===== src/rtl/bcs_pkg.sv =====
package bcs_pkg;
  localparam int COL_W    = 3;
  localparam int LEN_W    = 3;
  localparam int TYPE_BIT = LEN_W;
  localparam int MODE_W   = LEN_W + 1;
  localparam int NIB_BEATS = 4;

  typedef enum logic {ORD_LIN = 1'b0, ORD_XOR = 1'b1} order_e;

  typedef struct packed {
    logic   bl8;
    order_e order;
  } mode_t;

  typedef struct packed {
    logic [COL_W-1:0] start;
    logic             is_wr;
    mode_t            mode;
  } burst_t;
endpackage


===== src/rtl/bcs_mode_reg.sv =====
module bcs_mode_reg
  import bcs_pkg::*;
#(
  parameter logic [LEN_W-1:0] BL4_CODE = 3'b010,
  parameter logic [LEN_W-1:0] BL8_CODE = 3'b011
) (
  input  logic              clk,
  input  logic              rst,
  input  logic              wr_en,
  input  logic              allow,
  input  logic [MODE_W-1:0] data,
  output mode_t             mode,
  output logic              reject
);
  logic [LEN_W-1:0] len;
  logic             len_ok;
  logic             take;

  assign len    = data[LEN_W-1:0];
  assign len_ok = (len == BL4_CODE) || (len == BL8_CODE);
  assign take   = wr_en && allow && len_ok;
  assign reject = wr_en && !take;

  always_ff @(posedge clk) begin
    if (rst) begin
      mode.bl8   <= 1'b0;
      mode.order <= ORD_LIN;
    end else if (take) begin
      mode.bl8   <= (len == BL8_CODE);
      mode.order <= order_e'(data[TYPE_BIT]);
    end
  end
endmodule


===== src/rtl/bcs_ctrl.sv =====
module bcs_ctrl
  import bcs_pkg::*;
(
  input  logic             clk,
  input  logic             rst,
  input  logic             cmd_valid,
  input  logic             cmd_is_write,
  input  logic [COL_W-1:0] start_col,
  input  mode_t            mode,
  output logic             busy,
  output logic [COL_W-1:0] cnt,
  output burst_t           cur,
  output logic             last,
  output logic             open_slot,
  output logic             cmd_reject
);
  localparam logic [COL_W-1:0] END4    = COL_W'(NIB_BEATS - 1);
  localparam logic [COL_W-1:0] END8    = COL_W'(2 * NIB_BEATS - 1);
  localparam logic [COL_W-1:0] NIB_END = COL_W'(NIB_BEATS - 1);

  logic half_point;
  logic cmd_ok;

  assign last       = busy && (cnt == (cur.mode.bl8 ? END8 : END4));
  assign open_slot  = !busy || last;
  assign half_point = busy && cur.mode.bl8 && (cnt == NIB_END);
  assign cmd_ok     = cmd_valid &&
                      (open_slot || (half_point && (cmd_is_write == cur.is_wr)));
  assign cmd_reject = cmd_valid && !cmd_ok;

  always_ff @(posedge clk) begin
    if (rst) begin
      busy <= 1'b0;
      cnt  <= '0;
      cur  <= '0;
    end else if (cmd_ok) begin
      busy      <= 1'b1;
      cnt       <= '0;
      cur.start <= start_col;
      cur.is_wr <= cmd_is_write;
      cur.mode  <= mode;
    end else if (busy) begin
      if (last) begin
        busy <= 1'b0;
        cnt  <= '0;
      end else begin
        cnt <= cnt + 1'b1;
      end
    end
  end
endmodule


===== src/rtl/bcs_col_gen.sv =====
module bcs_col_gen
  import bcs_pkg::*;
(
  input  logic [COL_W-1:0] start,
  input  logic [COL_W-1:0] idx,
  input  order_e           order,
  output logic [COL_W-1:0] col
);
  localparam int LOW_W = $clog2(NIB_BEATS);

  logic [COL_W-1:0] xor_col;
  logic [COL_W-1:0] lin_col;

  for (genvar b = 0; b < COL_W; b++) begin : g_xor
    assign xor_col[b] = start[b] ^ idx[b];
  end

  assign lin_col[LOW_W-1:0]     = start[LOW_W-1:0] + idx[LOW_W-1:0];
  assign lin_col[COL_W-1:LOW_W] = start[COL_W-1:LOW_W] ^ idx[COL_W-1:LOW_W];

  assign col = (order == ORD_XOR) ? xor_col : lin_col;
endmodule


===== src/rtl/burst_col_seq.sv =====
module burst_col_seq
  import bcs_pkg::*;
#(
  parameter logic [2:0] BL4_CODE = 3'b010,
  parameter logic [2:0] BL8_CODE = 3'b011
) (
  input  logic       clk,
  input  logic       rst,
  input  logic       cmd_valid,
  input  logic       cmd_is_write,
  input  logic [2:0] start_col,
  input  logic       mode_wr,
  input  logic [3:0] mode_data,
  output logic       beat_valid,
  output logic [2:0] beat_col,
  output logic       last_beat,
  output logic       illegal_cmd
);
  mode_t            mode_q;
  burst_t           cur;
  logic             busy;
  logic [COL_W-1:0] cnt;
  logic             last;
  logic             open_slot;
  logic             cmd_reject;
  logic             mode_reject;
  logic             illegal_q;
  logic             run_bl8;
  logic             run_wr;

  bcs_mode_reg #(.BL4_CODE(BL4_CODE), .BL8_CODE(BL8_CODE)) u_mode (
    .clk    (clk),
    .rst    (rst),
    .wr_en  (mode_wr),
    .allow  (open_slot),
    .data   (mode_data),
    .mode   (mode_q),
    .reject (mode_reject)
  );

  bcs_ctrl u_ctrl (
    .clk          (clk),
    .rst          (rst),
    .cmd_valid    (cmd_valid),
    .cmd_is_write (cmd_is_write),
    .start_col    (start_col),
    .mode         (mode_q),
    .busy         (busy),
    .cnt          (cnt),
    .cur          (cur),
    .last         (last),
    .open_slot    (open_slot),
    .cmd_reject   (cmd_reject)
  );

  bcs_col_gen u_col (
    .start (cur.start),
    .idx   (cnt),
    .order (cur.mode.order),
    .col   (beat_col)
  );

  always_ff @(posedge clk) begin
    if (rst) illegal_q <= 1'b0;
    else     illegal_q <= illegal_q | cmd_reject | mode_reject;
  end

  assign beat_valid  = busy;
  assign last_beat   = last;
  assign illegal_cmd = illegal_q;
  assign run_bl8     = cur.mode.bl8;
  assign run_wr      = cur.is_wr;
endmodule


===== config.mk =====
export PLATFORM = sky130hd
export DESIGN_NAME = burst_col_seq
export DESIGN_NICKNAME = d
export VERILOG_FILES = /design/src/rtl/bcs_pkg.sv /design/src/rtl/bcs_mode_reg.sv /design/src/rtl/bcs_ctrl.sv /design/src/rtl/bcs_col_gen.sv /design/src/rtl/burst_col_seq.sv
export SDC_FILE = /design/constraint.sdc
export NUM_CORES = 1
export LEC_CHECK = 0
export BUFFER_PORTS_ARGS = -buffer_cell sky130_fd_sc_hd__buf_2
export CORE_MARGIN = 3
export CORE_UTILIZATION = 32
export DETAILED_ROUTE_END_ITERATION = 12
export MAX_ROUTING_LAYER = met4
export SETUP_SLACK_MARGIN = 0.2
export SYNTH_ARGS = -nofsm -noshare
export SYNTH_HDL_FRONTEND = slang
export SYNTH_SLANG_ARGS = --single-unit

===== constraint.sdc =====
create_clock -name clk -period 1.3 [get_ports clk]
set_input_delay 0.13 -clock clk [delete_from_list [all_inputs] [get_ports clk]]
set_output_delay 0.13 -clock clk [all_outputs]
set_load 0.01 [all_outputs]

Word level (Yosys, flattened, before mapping)
Cells that the tools add are included.
- add/sub/neg operators: 2
- eq/ne operators: 5
- multiplexer cells: 6
- bitwise operators: 5
- reductions and logical operators: 16
- operators by type and width (operator ; number):
    $eq 3x2->1 const B ; 3
    $logic_and 1x1->1 ; 9
    $mux 3 ; 2
    $add 3x1->3 const B ; 1
    $eq 3x3->1 ; 1
    $logic_not 1->1 ; 3
    $logic_or 1x1->1 ; 3
    $mux 1 ; 3
    $xor 1x1->1 ; 3
    $add 2x2->2 ; 1
    $mux 2 ; 1
    $or 1x1->1 ; 2
    $reduce_or 2->1 ; 1
    $eq 1x1->1 ; 1
- register bits after elaboration: 13
- bits of input ports: 12
- word-level logic and storage cells: 43

Logic depth before layout (Yosys ltp)
- depth after elaboration: 10
- gate-level depth with buffers: 5
- mapped depth without buffers: 5

Cells and area by module
From an unflattened synthesis, not the netlist that was laid out.
- cells, all modules: 69
- area, all modules: 695.7 um^2
- by module, submodules not included (module ; times used ; cells an instance ; area each (um^2)):
    bcs_ctrl ; 1 ; 51 ; 519.2
    bcs_mode_reg ; 1 ; 10 ; 102.6
    bcs_col_gen ; 1 ; 5 ; 45.0
    burst_col_seq ; 1 ; 3 ; 28.8

Worst setup path before layout
No wires, ideal clock.
- kind: reg-to-reg
- from: register u_ctrl.cnt[0]
- to: register u_ctrl.cnt[2]
- library setup time: 61 ps
- arrival time: 1356 ps
- required time: 1239 ps
- path slack: -117 ps
- cell stages (with the launch flop): 6
- path buffers: 0
- clock period less this slack: 1417 ps
- path through: dfxtp_1 ha_1 ha_1 and3_1 o21ai_4 and4bb_1
- longest elaborated chain between the ends: 6
- elaborated cells on any way between the ends: 11
- ends and longest elaborated chain (element ; RTL line ; source):
    start, declared ; bcs_ctrl.sv:11 ; output logic [COL_W-1:0] cnt,
    start signal, assigned ; bcs_ctrl.sv:47 ; cnt <= cnt + 1'b1;
    $eq 3x3->1 / $eq 3x2->1 (equally long branches) ; bcs_ctrl.sv:24, bcs_ctrl.sv:26 ;
    $logic_and 1x1->1 (on tied branches) ; bcs_ctrl.sv:24, bcs_ctrl.sv:26 ;
    $logic_or 1x1->1 / $logic_and 1x1->1 (equally long branches) ; bcs_ctrl.sv:25, bcs_ctrl.sv:28 ;
    $logic_or 1x1->1 ; bcs_ctrl.sv:28 ; (open_slot || (half_point && (cmd_is_write == cur.is_wr)));
    $logic_and 1x1->1 ; bcs_ctrl.sv:27 ; assign cmd_ok = cmd_valid &&
    $reduce_or 2->1 (no line) ; -- ;
Several ways; a longest one is shown, not always the timed one.
A chain may end at the register's enable or synchronous reset.

Worst setup path after layout
- from: register u_ctrl.cnt[2]
- to: output port last_beat
- longest elaborated chain between the ends: 2
- ends and longest elaborated chain (element ; RTL line ; source):
    $eq 3x3->1 ; bcs_ctrl.sv:24 ; assign last = busy && (cnt == (cur.mode.bl8 ? END8 : END4));
    $logic_and 1x1->1 ; bcs_ctrl.sv:24 ;
    end, declared ; burst_col_seq.sv:16 ; output logic last_beat,
No other way between the ends.

==> results.md <==
- The total wirelength of the detailed-routed design is 1610 um.
- By instance count, the leading cell after synthesis is sky130_fd_sc_hd__dfxtp_1.
- The TritonCTS sink count is 13.
- The final number of max-transition violations was 0.
- The pin count of the biggest net entering global routing is 19.
- Setup violations remaining at the end of the flow were counted as 14.
- The via count is between 600 and 700.
- The number of distinct library cells after synthesis is 27.
- The clock tree from TritonCTS is yes.
- From bottom edge to top edge, the die measures 52.9 um.
- The flow ran to the end, but the final reports show violations.
- The final count of hold timing violations was 0.
- The number of violations of the max-capacitance limit is 0.
- The chip width is 52.9 um.
- The initial core utilization is 0.348.
- The layout has 189 filler cells.
- The kind of path behind the tightest hold check is input port to flip-flop.
- Summed over all failing endpoints, the final setup total negative slack is -1.11 ns.
- The number of antenna violations at the first check in global routing came to 0.
- The time the final worst path needs with I/O delays and setup is roughly 1.5 ns.
- The type of the worst setup path is flip-flop to output pin.
- The number of global-route vias before repair was 613.
- Dividing the final minimum period by the clock period gives 1.12.
- The sum of net half-perimeters after detailed placement is about 1100 um.
- The clock edge transition at the registers on the reported setup and hold paths is 0.09 ns.
- The cell area that synthesis handed to floorplanning was 704 um2.
- Before antenna repair, the detailed router went through 2 iterations.
- The kind of start point of the critical path is a flip-flop.
- The number of top-level design ports is 18.
- The number of antenna diodes in the final layout is 0.
- The setup clock skew after layout is between 0.007 and 0.008 ns.
- The count of synthesis-stage warnings from yosys is 0.
- The average cell area after synthesis is 9.92 um2.
- Across every metal layer, demand over resource in global routing totals 0.126.
- The area growth from synthesis to layout is 60.0%.
- The synthesized net count is 86.
- The fmax is between 600 and 700 MHz.
- The element type at the critical path end is an output pin.
- The final reports fail on setup timing.
- The smallest setup slack after layout is -0.157 ns.
- Among all flip-flop cells after synthesis, the most frequent one is sky130_fd_sc_hd__dfxtp_1.
- The post-layout net count is 122.
- In the synthesized netlist, the cells that appear most often are 13 x sky130_fd_sc_hd__dfxtp_1, 11 x sky130_fd_sc_hd__nand2b_1, 8 x sky130_fd_sc_hd__mux2i_1.
- The number of I/O port buffers is 17.
- The register bit count reported by yosys is 13.
- Counting flops with an async set or reset pin after synthesis yields a share of 0.
- The slew at the pin closest to its max-slew limit is 0.309 ns.
- The cell taking the most area after synthesis is sky130_fd_sc_hd__dfxtp_1.
- Across the whole layout, storage elements account for 272 um2.
- The number of design-rule violations left by the first detailed-router iteration is 4.
- In this run the remaining antenna-violating nets after routing total 0.
- The core footprint is 2020 um2.
- After floorplanning, the core was divided into 16 placement rows.
- Once placement completed, the tool counted placed cells totaling 123.
- The later pin in the worst-skew pair is clocked with a latency of 0.28 ns.
- The total congestion overflow after global routing is 0.
- The routed wire length per instance is 12.1 um.
- Synthesis produced 71 cells.
- Data on the critical path is required at its endpoint by 1.17 ns.
- The multi-input logic area is 542 um2.
- Counting the buffers created by CTS gives 3.
- In this run the tightest slew margin relative to its limit is 0.793.
- The floorplan step defined a die boundary enclosing 2800 um2.
- At the end of routability-driven placement, the weighted congestion stood at around 0.69.
- Hold timing on the final database bottoms out at a slack of 0.0861 ns.
- After detailed routing, the number of vias per cell comes to 4.63.
- Power spread over the standard cell area amounts to 812 nW/um2.
- Summed over all cells, the static leakage comes to 0.474 nW.
- The number of design rule violations left after detail routing is 0.
- The global-route wire length before repair is 2500 um.
- Along the worst path, the maximum fanout reaches 3.
- After clock tree synthesis, the flow added hold-fix buffers numbering 0.
- Setup repair after global routing could not meet its margin everywhere.
- In the final layout, the share of cells above drive strength 1 is 0.547.
- The maximum level of the CTS H-tree is 1.
- The count of flip-flops with a built-in enable after synthesis is 0.
- The number of standard cells in the layout, taps in and fillers out is 133.
- The share of the synthesized area in the top cell type is 0.369.
- The tree is rooted in a sky130_fd_sc_hd__clkbuf_4.
- Ranked by total cell area, the synthesized netlist is headed by sky130_fd_sc_hd__dfxtp_1 37%, sky130_fd_sc_hd__mux2i_1 11%, sky130_fd_sc_hd__nand2b_1 9.8%.
- STA puts the critical path data arrival time at 1.33 ns.
- The deepest clock path buffer count is 2.
- The worst voltage drop across the vdd grid is 0.459 mV.
- The portion of the post-synthesis area used by sequential elements is 0.369.
- For this run, the share of the core covered by cells in the final layout is 0.558.
[timing repair]
item,CTS,global route
pin swaps,11,4
cloned,0,0
resized for setup,16,8
setup buffers,3,3
setup endpoints to repair,18,18
[cell type report]
class                   count  area share
inverters                   3     0.00999
clock buffers               4      0.0233
repair buffers             32       0.215
well taps                  27      0.0300
flip-flops and latches     13       0.241
multi-input cells          54       0.481
[registers in the layout, summed over array words and instances (netlist names)]
name / flops
illegal_cmd: 1
u_mode.mode: 2
u_ctrl.cnt: 3
u_ctrl.cur: 6
u_ctrl.busy: 1
[layer usage]
layer,up-vias,track usage,part of all wire
met1,282,0.147,0.44
met4,0,0.0255,0
li1,318,-,-
met5,-,-,0
met2,16,0.207,0.50
met3,0,0.0507,0.062
[path summary, 6_finish.rpt]
check / start / end / slack, ns / cells after the start
worst min register to register: u_mode.mode[1] / u_ctrl.cur[1] / 0.48 / 2
worst max-delay path: u_ctrl.cnt[2] / last_beat / -0.16 / 5
worst min-delay path: mode_data[3] / u_mode.mode[0] / 0.09 / 3
worst max register to register: u_ctrl.cnt[2] / u_mode.mode[1] / -0.12 / 7
[worst max-delay path: stages, from the launching register on]
cell	delay, ns
sky130_fd_sc_hd__dfxtp_4	0.37
sky130_fd_sc_hd__buf_12	0.12
sky130_fd_sc_hd__xor2_4	0.15
sky130_fd_sc_hd__buf_6	0.12
sky130_fd_sc_hd__nor3b_2	0.14
sky130_fd_sc_hd__buf_2	0.15
[kinds of logic (layout without fill, tap and decap cells)]
group | after synthesis | count (layout) | share of synthesized area
flops | 13 | 13 | 0.369
simple gates | 26 | 26 | 0.245
buf+inv | 4 | 39 | 0.0213
compound gates | 12 | 12 | 0.124
xor+xnor | 5 | 5 | 0.0728
mux | 8 | 8 | 0.114
fa+ha+maj | 3 | 3 | 0.0533
[layout by cell type (no fill, tap or decap), drive strengths merged, types with 2 or more instances in the layout]
| cell type | Yosys | routed |
|---|---|---|
| xor2 | 2 | 2 |
| dfxtp | 13 | 13 |
| ha | 3 | 3 |
| and3 | 2 | 2 |
| nor3b | 3 | 3 |
| nor2 | 3 | 3 |
| nand2b | 11 | 11 |
| clkbuf | 1 | 4 |
| xnor2 | 3 | 3 |
| mux2i | 8 | 8 |
| buf | 0 | 32 |
| inv | 3 | 3 |
| o21ai | 4 | 4 |
| a21oi | 5 | 5 |
[where the power goes]
part / total, mW / leakage [nW] / internal (mW) / switching [mW]
Combinational: 0.221 / 0.350 / 0.126 / 0.0942
Clock: 0.258 / 0.0150 / 0.119 / 0.139
Sequential: 0.436 / 0.109 / 0.418 / 0.0187
[metrics by stage]
step	worst slack [ns]	cell area [um2]	total power, mW
final	-0.157	1130	0.915
after global routing	-0.236	1130	0.964
after CTS	-0.171	1080	0.907
after detailed placement	-0.103	957	0.620
after global placement	-0.0817	957	0.617
after floorplan	-0.0201	762	0.542
(Power assumes the default switching activity.)
